===== src/rtl/nvic_pkg.sv =====
package nvic_pkg;
  // word index of each control register (byte offset / 4)
  localparam int REG_EN_SET = 0;
  localparam int REG_EN_CLR = 1;
  localparam int REG_PN_SET = 2;
  localparam int REG_PN_CLR = 3;
  localparam int REG_FSTEER = 4;
  localparam int REG_VECTOR = 5;
  localparam int REG_EOS    = 6;
  localparam int REG_QUIET  = 7;
  localparam int REG_PEND   = 8;
  localparam int REG_NEST   = 9;
  localparam int REG_SPUR   = 10;

  // mode field: bit 0 = edge, bit 1 = inverted polarity
  typedef enum logic [1:0] {
    TRG_HIGH = 2'b00,
    TRG_RISE = 2'b01,
    TRG_LOW  = 2'b10,
    TRG_FALL = 2'b11
  } trig_e;

  function automatic logic polarity_fix(logic level, logic invert);
    return level ^ invert;
  endfunction

  function automatic logic edge_seen(logic now_lvl, logic was_lvl);
    return now_lvl & ~was_lvl;
  endfunction

  function automatic logic outranks(logic [7:0] cand, logic [7:0] top, logic empty);
    return empty || (cand > top);
  endfunction
endpackage


===== src/rtl/nvic_src_cond.sv =====
module nvic_src_cond
  import nvic_pkg::*;
#(
  parameter int  SYNC_N      = 2,
  parameter bit  IS_EXT      = 1'b0,
  parameter bit  FORCE_LEVEL = 1'b0
) (
  input  logic       clk,
  input  logic       rst_n,
  input  logic       raw_in,
  input  logic [1:0] mode,
  input  logic       sw_set,
  input  logic       sw_clr,
  input  logic       ack_clr,
  output logic       pend
);
  logic [SYNC_N-1:0] sync_q;
  logic              prev_q;
  logic              latch_q;
  logic              invert, edge_mode, cur_lvl, old_lvl, edge_hit;

  assign invert    = IS_EXT ? mode[1] : 1'b0;
  assign edge_mode = FORCE_LEVEL ? 1'b0 : mode[0];
  assign cur_lvl   = polarity_fix(sync_q[SYNC_N-1], invert);
  assign old_lvl   = polarity_fix(prev_q, invert);
  assign edge_hit  = edge_seen(cur_lvl, old_lvl);

  always_ff @(posedge clk or negedge rst_n) begin
    if (!rst_n) begin
      sync_q  <= '0;
      prev_q  <= 1'b0;
      latch_q <= 1'b0;
    end else begin
      sync_q <= {sync_q[SYNC_N-2:0], raw_in};
      prev_q <= sync_q[SYNC_N-1];
      if (!edge_mode)               latch_q <= 1'b0;
      else if (edge_hit || sw_set)  latch_q <= 1'b1;
      else if (sw_clr || ack_clr)   latch_q <= 1'b0;
    end
  end

  assign pend = edge_mode ? latch_q : cur_lvl;
endmodule


===== src/rtl/nvic_arbiter.sv =====
module nvic_arbiter #(
  parameter int NSRC = 32,
  parameter int PW   = 3,
  localparam int IW  = $clog2(NSRC)
) (
  input  logic [NSRC-1:0]         cand,
  input  logic [NSRC-1:0][PW-1:0] prio,
  output logic                    win_vld,
  output logic [IW-1:0]           win_idx,
  output logic [PW-1:0]           win_prio
);
  // scan high to low index; ">=" lets lower numbers take ties
  always_comb begin
    win_vld  = 1'b0;
    win_idx  = '0;
    win_prio = '0;
    for (int i = NSRC - 1; i >= 0; i--) begin
      if (cand[i] && (!win_vld || prio[i] >= win_prio)) begin
        win_vld  = 1'b1;
        win_idx  = IW'(i);
        win_prio = prio[i];
      end
    end
  end
endmodule


===== src/rtl/nvic_level_stack.sv =====
module nvic_level_stack #(
  parameter int DEPTH = 8,
  parameter int PW    = 3,
  localparam int DPW  = $clog2(DEPTH + 1)
) (
  input  logic           clk,
  input  logic           rst_n,
  input  logic           push,
  input  logic [PW-1:0]  push_lvl,
  input  logic           pop,
  output logic [DPW-1:0] depth,
  output logic [PW-1:0]  top_lvl
);
  logic [PW-1:0]  lvl_q [DEPTH];
  logic [DPW-1:0] depth_q;

  always_ff @(posedge clk or negedge rst_n) begin
    if (!rst_n) begin
      depth_q <= '0;
      for (int i = 0; i < DEPTH; i++) lvl_q[i] <= '0;
    end else if (push && depth_q < DPW'(DEPTH)) begin
      for (int i = 0; i < DEPTH; i++)
        if (depth_q == DPW'(i)) lvl_q[i] <= push_lvl;
      depth_q <= depth_q + 1'b1;
    end else if (pop && depth_q != '0) begin
      depth_q <= depth_q - 1'b1;
    end
  end

  always_comb begin
    top_lvl = '0;
    for (int i = 0; i < DEPTH; i++)
      if (depth_q == DPW'(i + 1)) top_lvl = lvl_q[i];
  end

  assign depth = depth_q;

  p_depth_bound_r7: assert property (@(posedge clk) disable iff (!rst_n)
    depth_q <= DPW'(DEPTH));
  // a push only ever stacks a strictly higher level
  p_push_strict_r6: assert property (@(posedge clk) disable iff (!rst_n)
    (push && depth_q != '0) |-> (push_lvl > top_lvl));
  p_push_pop_excl_r6: assert property (@(posedge clk) disable iff (!rst_n)
    !(push && pop));
endmodule


===== src/rtl/nvic_ctrl.sv =====
module nvic_ctrl
  import nvic_pkg::*;
#(
  parameter int              NSRC     = 32,
  parameter int              NPRIO    = 8,
  parameter int              NSYS     = 3,
  parameter int              DW       = 32,
  parameter int              AW       = 9,
  parameter int              SYNC_N   = 2,
  parameter logic [NSRC-1:0] EXT_MASK = 32'hF000_0001
) (
  input  logic            clk,
  input  logic            rst_n,
  input  logic [NSRC-1:0] irq_src,
  input  logic [NSYS-1:0] sys_irq,
  input  logic            bus_wr,
  input  logic            bus_rd,
  input  logic [AW-1:0]   bus_addr,
  input  logic [DW-1:0]   bus_wdata,
  output logic [DW-1:0]   bus_rdata,
  output logic            nirq_o,
  output logic            nfiq_o,
  output logic            wake_o
);
  localparam int PW       = $clog2(NPRIO);
  localparam int IW       = $clog2(NSRC);
  localparam int DPW      = $clog2(NPRIO + 1);
  localparam int WIW      = AW - 2;
  localparam int CFG_BASE = NSRC;
  localparam int VEC_BASE = 2 * NSRC;

  logic [WIW-1:0]         widx;
  logic [NSRC-1:0]        en_q, steer_q;
  logic                   quiet_q;
  logic [NSRC-1:0][PW-1:0] prio_q;
  logic [1:0]             mode_q [NSRC];
  logic [DW-1:0]          vec_q  [NSRC];
  logic [DW-1:0]          spur_q;
  logic [NSRC-1:0]        raw_vec, pend, active, norm_cand;
  logic [NSRC-1:0]        set_v, clr_v, ack_v;
  logic                   win_vld, preempt_ok, fast_any, ack_fire, eos_fire;
  logic [IW-1:0]          win_idx;
  logic [PW-1:0]          win_prio, top_lvl;
  logic [DPW-1:0]         depth;
  logic                   nirq_q, nfiq_q, wake_q;

  assign widx = bus_addr[AW-1:2];

  // raw inputs; source 1 is the OR of the system lines
  always_comb begin
    raw_vec    = irq_src;
    raw_vec[1] = irq_src[1] | (|sys_irq);
  end

  assign set_v = (bus_wr && widx == WIW'(REG_PN_SET)) ? bus_wdata[NSRC-1:0] : '0;
  assign clr_v = (bus_wr && widx == WIW'(REG_PN_CLR)) ? bus_wdata[NSRC-1:0] : '0;

  for (genvar g = 0; g < NSRC; g++) begin : gen_src
    nvic_src_cond #(
      .SYNC_N     (SYNC_N),
      .IS_EXT     (EXT_MASK[g]),
      .FORCE_LEVEL(g == 1)
    ) u_cond (
      .clk    (clk),
      .rst_n  (rst_n),
      .raw_in (raw_vec[g]),
      .mode   (mode_q[g]),
      .sw_set (set_v[g]),
      .sw_clr (clr_v[g]),
      .ack_clr(ack_v[g]),
      .pend   (pend[g])
    );
  end

  assign active    = pend & en_q;
  assign norm_cand = active & ~steer_q & ~NSRC'(1);

  nvic_arbiter #(.NSRC(NSRC), .PW(PW)) u_arb (
    .cand    (norm_cand),
    .prio    (prio_q),
    .win_vld (win_vld),
    .win_idx (win_idx),
    .win_prio(win_prio)
  );

  assign preempt_ok = win_vld &&
                      outranks(8'(win_prio), 8'(top_lvl), depth == '0);
  assign fast_any   = active[0] | (|(active & steer_q));
  assign ack_fire   = bus_rd && widx == WIW'(REG_VECTOR) && preempt_ok;
  assign eos_fire   = bus_wr && widx == WIW'(REG_EOS);
  assign ack_v      = ack_fire ? (NSRC'(1) << win_idx) : '0;

  nvic_level_stack #(.DEPTH(NPRIO), .PW(PW)) u_stack (
    .clk     (clk),
    .rst_n   (rst_n),
    .push    (ack_fire),
    .push_lvl(win_prio),
    .pop     (eos_fire),
    .depth   (depth),
    .top_lvl (top_lvl)
  );

  // programmable state
  always_ff @(posedge clk or negedge rst_n) begin
    if (!rst_n) begin
      en_q    <= '0;
      steer_q <= '0;
      quiet_q <= 1'b0;
      spur_q  <= '0;
      prio_q  <= '0;
      for (int i = 0; i < NSRC; i++) begin
        mode_q[i] <= TRG_HIGH;
        vec_q[i]  <= '0;
      end
    end else if (bus_wr) begin
      if (widx == WIW'(REG_EN_SET)) en_q    <= en_q | bus_wdata[NSRC-1:0];
      if (widx == WIW'(REG_EN_CLR)) en_q    <= en_q & ~bus_wdata[NSRC-1:0];
      if (widx == WIW'(REG_FSTEER)) steer_q <= bus_wdata[NSRC-1:0];
      if (widx == WIW'(REG_QUIET))  quiet_q <= bus_wdata[0];
      if (widx == WIW'(REG_SPUR))   spur_q  <= bus_wdata;
      for (int i = 0; i < NSRC; i++) begin
        if (widx == WIW'(CFG_BASE + i)) begin
          prio_q[i] <= bus_wdata[PW-1:0];
          mode_q[i] <= bus_wdata[5:4];
        end
        if (widx == WIW'(VEC_BASE + i)) vec_q[i] <= bus_wdata;
      end
    end
  end

  // read mux
  always_comb begin
    bus_rdata = '0;
    case (widx)
      WIW'(REG_EN_SET), WIW'(REG_EN_CLR): bus_rdata = DW'(en_q);
      WIW'(REG_FSTEER): bus_rdata = DW'(steer_q);
      WIW'(REG_VECTOR): bus_rdata = preempt_ok ? vec_q[win_idx] : spur_q;
      WIW'(REG_QUIET):  bus_rdata = DW'(quiet_q);
      WIW'(REG_PEND):   bus_rdata = DW'(pend);
      WIW'(REG_NEST):   bus_rdata = DW'({depth, 4'(top_lvl)});
      WIW'(REG_SPUR):   bus_rdata = spur_q;
      default: begin
        for (int i = 0; i < NSRC; i++) begin
          if (widx == WIW'(CFG_BASE + i)) bus_rdata = DW'({mode_q[i], 4'(prio_q[i])});
          if (widx == WIW'(VEC_BASE + i)) bus_rdata = vec_q[i];
        end
      end
    endcase
  end

  // registered processor lines
  always_ff @(posedge clk or negedge rst_n) begin
    if (!rst_n) begin
      nirq_q <= 1'b1;
      nfiq_q <= 1'b1;
      wake_q <= 1'b0;
    end else begin
      nirq_q <= ~(preempt_ok & ~quiet_q);
      nfiq_q <= ~(fast_any & ~quiet_q);
      wake_q <= |active;
    end
  end

  assign nirq_o = nirq_q;
  assign nfiq_o = nfiq_q;
  assign wake_o = wake_q;

  p_src0_excluded_r8: assert property (@(posedge clk) disable iff (!rst_n)
    win_vld |-> (win_idx != '0));
  p_steered_not_normal_r9: assert property (@(posedge clk) disable iff (!rst_n)
    win_vld |-> !steer_q[win_idx]);
  p_quiet_lines_r11: assert property (@(posedge clk) disable iff (!rst_n)
    quiet_q |=> (nirq_o && nfiq_o));
  p_wake_follows_r11: assert property (@(posedge clk) disable iff (!rst_n)
    (|active) |=> wake_o);
endmodule


===== config.mk =====
export PLATFORM = sky130hd
export DESIGN_NAME = nvic_ctrl
export DESIGN_NICKNAME = d
export VERILOG_FILES = /design/src/rtl/nvic_pkg.sv /design/src/rtl/nvic_src_cond.sv /design/src/rtl/nvic_arbiter.sv /design/src/rtl/nvic_level_stack.sv /design/src/rtl/nvic_ctrl.sv
export SDC_FILE = /design/constraint.sdc
export NUM_CORES = 2
export LEC_CHECK = 0
export BUFFER_PORTS_ARGS = -buffer_cell sky130_fd_sc_hd__buf_2
export CAP_MARGIN = 20
export CORE_MARGIN = 4
export CORE_UTILIZATION = 55
export CTS_BUF_LIST = sky130_fd_sc_hd__clkbuf_4
export CTS_CLUSTER_DIAMETER = 80
export DETAILED_ROUTE_END_ITERATION = 7
export PLACE_DENSITY = 0.71
export RECOVER_POWER = 50
export SLEW_MARGIN = 10
export SYNTH_ARGS = -nofsm -noshare
export SYNTH_HDL_FRONTEND = slang
export SYNTH_SLANG_ARGS = --single-unit

===== constraint.sdc =====
create_clock -name clk -period 72.2 [get_ports clk]
set_input_delay 14.44 -clock clk [delete_from_list [all_inputs] [get_ports clk]]
set_output_delay 14.44 -clock clk [all_outputs]
set_load 0.01 [all_outputs]

### After elaboration in Yosys (flattened, before gate mapping)

Index checks and enable logic that the tools add are counted.

* word-level logic and storage cells: 989
* flip-flop bits (word level): 1438
* output and inout bits: 35
* bits of input ports: 80

* add/sub/neg operators: 2
* shifts and indexed selects: 1
* equal/unequal tests: 113
* order comparisons: 33
* multiplexer cells: 301
* bitwise logic cells: 87
* reductions and logical operators: 246

Operator list (number)
* $mux 32: 71
* $eq 7x6->1 const B: 32
* $eq 7x7->1 const B: 32
* $pmux 32 s7: 1
* $bmux 32 s5: 1
* $mux 1: 155
* $mux 5: 31
* $reduce_and 2->1: 76
* $and 32x32->32: 4
* $mux 3: 39
* $logic_or 1x1->1: 93
* $ne 3x1->1 const B: 31
* $ge 3x3->1: 30
* $not 32->32: 2
* $reduce_or 32->1: 2
* $logic_and 1x1->1: 38
* $not 1->1: 34
* $and 1x1->1: 33
* $or 32x32->32: 1
* $shl 1x5->32 const A: 1
* $logic_not 1->1: 30
* $eq 7x3->1 const B: 4
* $eq 7x4->1 const B: 3
* $eq 4x3->1 const B: 4
* 21 further kinds: 35

### Depth between registers and ports, before layout

* depth in word-level cells: 134
* mapped depth: 244
* depth with buffers taken out: 235

### Hierarchy

A second synthesis with hierarchy kept.

* cell total of the unflattened synthesis: 6776
* area total of the unflattened synthesis: 80325.8 um^2

By module, submodules not included
* nvic_ctrl: times used 1, seq. area each 32133.3 um^2, area an instance 69243.9 um^2, cells each 5595
* nvic_arbiter: times used 1, seq. area each 0.0 um^2, area an instance 5346.4 um^2, cells each 788
* nvic_src_cond at gen_src[10].u_cond ...: times used 26, seq. area each 100.1 um^2, area an instance 133.9 um^2, cells each 8
* nvic_level_stack: times used 1, seq. area each 700.7 um^2, area an instance 1441.4 um^2, cells each 128
* nvic_src_cond at gen_src[0].u_cond ...: times used 5, seq. area each 100.1 um^2, area an instance 152.6 um^2, cells each 11
* nvic_src_cond at gen_src[1].u_cond: times used 1, seq. area each 50.0 um^2, area an instance 50.0 um^2, cells each 2

### Worst setup path after synthesis

OpenSTA, ideal clock, no wires.

* path type: reg-to-output
* from: register mode_q[1] (netlist bit)
* to: output bus_rdata[19]
* path buffers: 10
* slack: 15.180 ns
* stages on the path, launching flop included: 225
* required time: 57.760 ns
* arrival: 42.580 ns
* path through: dfrtp_1 > xnor2_1 > a211oi_1 > buf_2 > and2_1 > ha_1 > nand2b_1 > a211oi_1 > o21ai_0 > and2_1 > a22o_1 > ha_1 > nand2b_1 > a21o_1 > a221oi_2 > or2_2 > mux2_2 > ha_1 > [... 189 more ...] > nand2b_1 > ha_1 > nand2b_1 > a21o_1 > a21oi_1 > a211o_1 > clkbuf_1 > clkbuf_1 > nor2_1 > a21oi_1 > ha_1 > a21o_1 > a21oi_1 > a31oi_1 > o22a_1 > o21ai_1 > a2111oi_0 > a221oi_1

* elaborated cells on any way between the ends: 226
* classes of those cells: order compare: 31; mux: 99; bitwise: 4; reduce/logical: 92

RTL lines
* start, declared: line nvic_ctrl.sv:36 `logic [1:0] mode_q [NSRC];`
* start signal, assigned by index: line nvic_ctrl.sv:124 `mode_q[i] <= bus_wdata[5:4];`
* $xor 1x1->1 *: line nvic_pkg.sv:24 `return level ^ invert;`
* $mux 1 *: line nvic_src_cond.sv:42 `assign pend = edge_mode ? latch_q : cur_lvl;`
* $and 32x32->32 *: line nvic_ctrl.sv:75 `assign active = pend & en_q;`
* $and 32x32->32 *: line nvic_ctrl.sv:76 `assign norm_cand = active & ~steer_q & ~NSRC'(1);`
* $mux 3 / $mux 1 (equally long branches): line nvic_arbiter.sv:18 `if (cand[i] && (!win_vld || prio[i] >= win_prio)) begin`
* $ge 3x3->1 / $logic_not 1->1 (equally long branches): line nvic_arbiter.sv:18
* $logic_or 1x1->1: line nvic_arbiter.sv:18
* $logic_and 1x1->1: line nvic_arbiter.sv:18
* [... 115 more ...]
* $logic_and 1x1->1: line nvic_arbiter.sv:18
* $mux 3 *: line nvic_arbiter.sv:18
* via u_arb.win_prio[1]: line nvic_arbiter.sv:10 `output logic [PW-1:0] win_prio`
* $gt 3x3->1 *: line nvic_pkg.sv:32 `return empty || (cand > top);`
* $logic_or 1x1->1 *: line nvic_pkg.sv:32
* $logic_and 1x1->1 *: line nvic_ctrl.sv:86 `assign preempt_ok = win_vld &&`
* $mux 32 *: line nvic_ctrl.sv:137 `WIW'(REG_VECTOR): bus_rdata = preempt_ok ? vec_q[win_idx] : spur_q;`
* $pmux 32 s7 *: line nvic_ctrl.sv:134 `case (widx)`
* end, declared: line nvic_ctrl.sv:20 `output logic [DW-1:0] bus_rdata,`

Mark *: on every way through the listed nets, which the timed path passes. The rest lies on a longest branch. The select of a mux whose other input is x is not followed.

### Worst setup path in the final report

* from: register mode_q[1] (netlist bit)
* to: output bus_rdata[4]

* cells in the longest elaborated chain, start to end: 131
* elaborated cells on any way between the ends: 226
* classes of those cells: order compare: 31; mux: 99; bitwise: 4; reduce/logical: 92

RTL lines (line)
* $xor 1x1->1 *: nvic_pkg.sv:24
* $mux 1 *: nvic_src_cond.sv:42
* $and 32x32->32 *: nvic_ctrl.sv:75
* $and 32x32->32 *: nvic_ctrl.sv:76
* $mux 3 / $mux 1 (equally long branches): nvic_arbiter.sv:18
* $ge 3x3->1 / $logic_not 1->1 (equally long branches): nvic_arbiter.sv:18
* $logic_or 1x1->1: nvic_arbiter.sv:18
* $logic_and 1x1->1: nvic_arbiter.sv:18
* [... 114 more ...]
* $logic_or 1x1->1: nvic_arbiter.sv:18
* $logic_and 1x1->1: nvic_arbiter.sv:18
* $mux 5: nvic_arbiter.sv:18
* $not 5->6 (not written as such): nvic_ctrl.sv:137
* $bmux 32 s5: nvic_ctrl.sv:137
* $mux 32 (not written as such) (2 in series): nvic_ctrl.sv:137
* $mux 32 *: nvic_ctrl.sv:137
* $pmux 32 s7 *: nvic_ctrl.sv:134

Mark *: on every way between the ends. The rest lies on a longest branch, timed or not. The select of a mux whose other input is x is not followed.

==> flow_summary.yaml <==
critical_path:
  cp.arrival_ps: 53100
  crit_type: "flop to primary output"
  path_delay_family: "compound AO/OA/AOI/OAI gates"
  cpMostUsedCell: "ha_1"
  crit_path_max_incr_delay_ps: 1010
  crit_path_top_delay_cell: "o31ai_1"
  reg2reg_to: "gen_src[18].u_cond.latch_q"
  path_max_fanout: 50
  r2r_start: "mode_q[1]"
  cp.required_ps: 57760
  cp-end-kind: "primary output"
  reg2reg_depth: 216
  r2r_slack_ps: 20100
  start_kind: "flop"
  critical_path_buf_inv_count: 6
detailed_routing:
  dr.pass1.iters: 8
  routed_wl_mm: 323
  drtIter0Drc: 12300
  num_vias: 67900
  drc: 5
  wire_per_inst_um: 36.3
  final_antenna_net_count: 0
  vias_per_cell: 7.63
min_path:
  holdPathEnd: "gen_src[4].u_cond.sync_q[1]"
  hold_start: "gen_src[4].u_cond.sync_q[0]"
  hold_path.class: "flop to flop"
  whs_path_depth: 0
floorplan:
  pin_count: 115
  die-height_um: 376
  die-area_mm2: 0.141
  die_w_um: 376
  core.rowCount: 134
  coreArea_mm2: 0.134
  start_util: 0.556
place:
  pre_cts_slack_ps: 7190
  io_buffers: 112
  place.gp.congestion: 1.04
  dp_hpwl_mm: 192
logic_synthesis:
  synthTopCellsByArea: "dfrtp_1, mux2_2, a22oi_1, o22ai_1, clkbuf_1"
  ys.flop_type: "dfrtp_1"
  ys_ff_latch: 1438
  synth_edf_count: 0
  yosysWarningCount: 0
  synth_nets: 6921
  seq_area_frac_synth: 0.483
  synth.distinct_cells: 91
  synth_top_cell_by_area: "dfrtp_1"
  synth_area_mm2: 0.0745
  async_flop_share: 1.00
  syn-mean-instance-area_um2: 11.0
  synth_cells: 6768
  synth_top_area_frac: 0.483
timing:
  min_period_ps: 67540
  setup_ws_ps: 4660
  slew_violations: 1951
  min_period_over_period: 0.935
  hold_violations: 0
  skew_ps: 137
  fmax_mhz: 14.8
  tns_ps: 0
  rsz0062_at_grt: "no"
  relSlewSlack: -4.78
  setup_viol_count_final: 0
  tightest_slew_ps: 8670
power_and_ir_drop:
  ir_worst_vdd_uv: 73.1
  p_per_area_mw_per_mm2: 38.2
  power.leakage_nw: 37.1
final_layout:
  n_fill_cell: 11300
  drive_above_1_share: 0.312
  syn2layout_area_growth_pct: 9.06
  final_common_cell: "dfrtp_1"
  final_nets: 7013
  layout_common_cells: "dfrtp_1, mux2_2, clkbuf_4"
  multiInputGateArea_mm2: 0.0363
  regArea_mm2: 0.0360
clock_tree:
  numCtsBuffers: 394
  cts_resized: 0
  clk_pin_slew_ps: 70
  root_buffer: "clkbuf_4"
  clock_latency_ps: 1400
  cts_sinks: 1438
  cts_tree: "done"
  postCtsHoldBufs: 0
  clockBufferDepth: 4
  htree_levels: 5
  cts_setup_buffers: 0
run_status:
  status: "finished, violations left"
  violations: "design-rule violations, max-capacitance violations, max-slew violations"
grt:
  grt_pass1_vias: 64600
  grt_max_degree: 194
  grt_overflow: 0
  grtUsageTotal: 0.444
  antenna_found_initial: 31
  grt_pass1_wl_mm: 455
flow_run:
  maxCapViolCount: 47
==> synthesized netlist by cell type, types with 32 or more instances <==
cell      instances
a211oi_1         35
a21oi_1         217
a221oi_1         89
a222oi_1         39
a22o_1           48
a22oi_1         418
a31oi_1          77
buf_1           135
buf_2            45
clkbuf_1        401
dfrtp_1        1436
ha_1             73
inv_1            95
mux2_2         1280
nand2_1         300
nand2b_1         71
nand3_1         120
nand4_1          84
nor2_1          363
nor2b_1          51
nor3_1          123
nor4_1           63
o211ai_1         42
o21a_1           38
o21ai_0         223
o221ai_1        171
o22ai_1         333
o32ai_1          32
==> power by group <==
part / switching [mW] / internal [mW]
Clock: 0.351 / 0.361
Combinational: 1.02 / 0.437
Sequential: 0.0673 / 0.871
Total: 1.43 / 1.67
==> sequential cells by signal, indices dropped and copies added, names as in the netlist, 5 cells and up, named ones only <==
name / count
gen_src.u_cond.latch_q: 31
mode_q: 64
gen_src.u_cond.sync_q: 64
steer_q: 32
spur_q: 32
gen_src.u_cond.old_lvl: 26
u_stack.lvl_q: 24
vec_q: 1024
gen_src.u_cond.prev_q: 5
prio_q: 96
==> cell families (layout without fill, tap and decap cells) <==
kind of cell               count (synthesis)  in the layout  synth area share
AOI/OAI and AO/OA                       1992           1992             0.190
xor gates and xnor gates                   5              5          0.000588
adders and majority gates                 75             75            0.0125
buffers and inverters                    681           1017            0.0355
DFF                                     1438           1438             0.483
muxes                                   1303           1303             0.197
other                                      0             26                 0
and+or+nand+nor                         1274           1274            0.0816
==> worst max-delay path by stage <==
stage,start,end,slack (ps),cells after the start
2_1_floorplan,mode_q[1],bus_rdata[19],15180,224
3_3_place_gp,mode_q[1],bus_rdata[0],7640,213
3_5_place_dp,mode_q[1],bus_rdata[7],7190,214
4_1_cts,mode_q[1],bus_rdata[7],5510,214
5_1_grt,mode_q[1],bus_rdata[7],1340,217
6_report,mode_q[1],bus_rdata[4],4660,213
==> metrics by stage <==
step                      total power, mW   util  cells  hold WS (ps)  instance area [um^2]
after CTS                            3.00  0.607   8862           345                 81300
after global routing                 3.17  0.606   8884           347                 81200
after global placement               2.28  0.573   8221           333                 76700
after detailed placement             2.30  0.573   8222           336                 76700
final                                3.10  0.606   8898           342                 81200
after floorplan                      1.76      -   6768           331                 74500
==> routing by layer <==
layer  global-route usage  routed length, um  up-vias
li1                     -                  -    26400
met1                0.559             113000    33500
met2                0.605             129000     6238
met3                0.196              52400     1702
met4                0.322              28800       16
met5              0.00309                175        -
==> cell type report <==
cell class,count,area share
inverters,95,0.00439
flip-flops and latches,1438,0.443
well taps,1768,0.0272
clock inverters,68,0.00360
diodes,26,0.000801
multi-input cells,4649,0.447
clock buffers,572,0.0529
repair buffers,282,0.0211
Power figures use the tool's default switching activity.
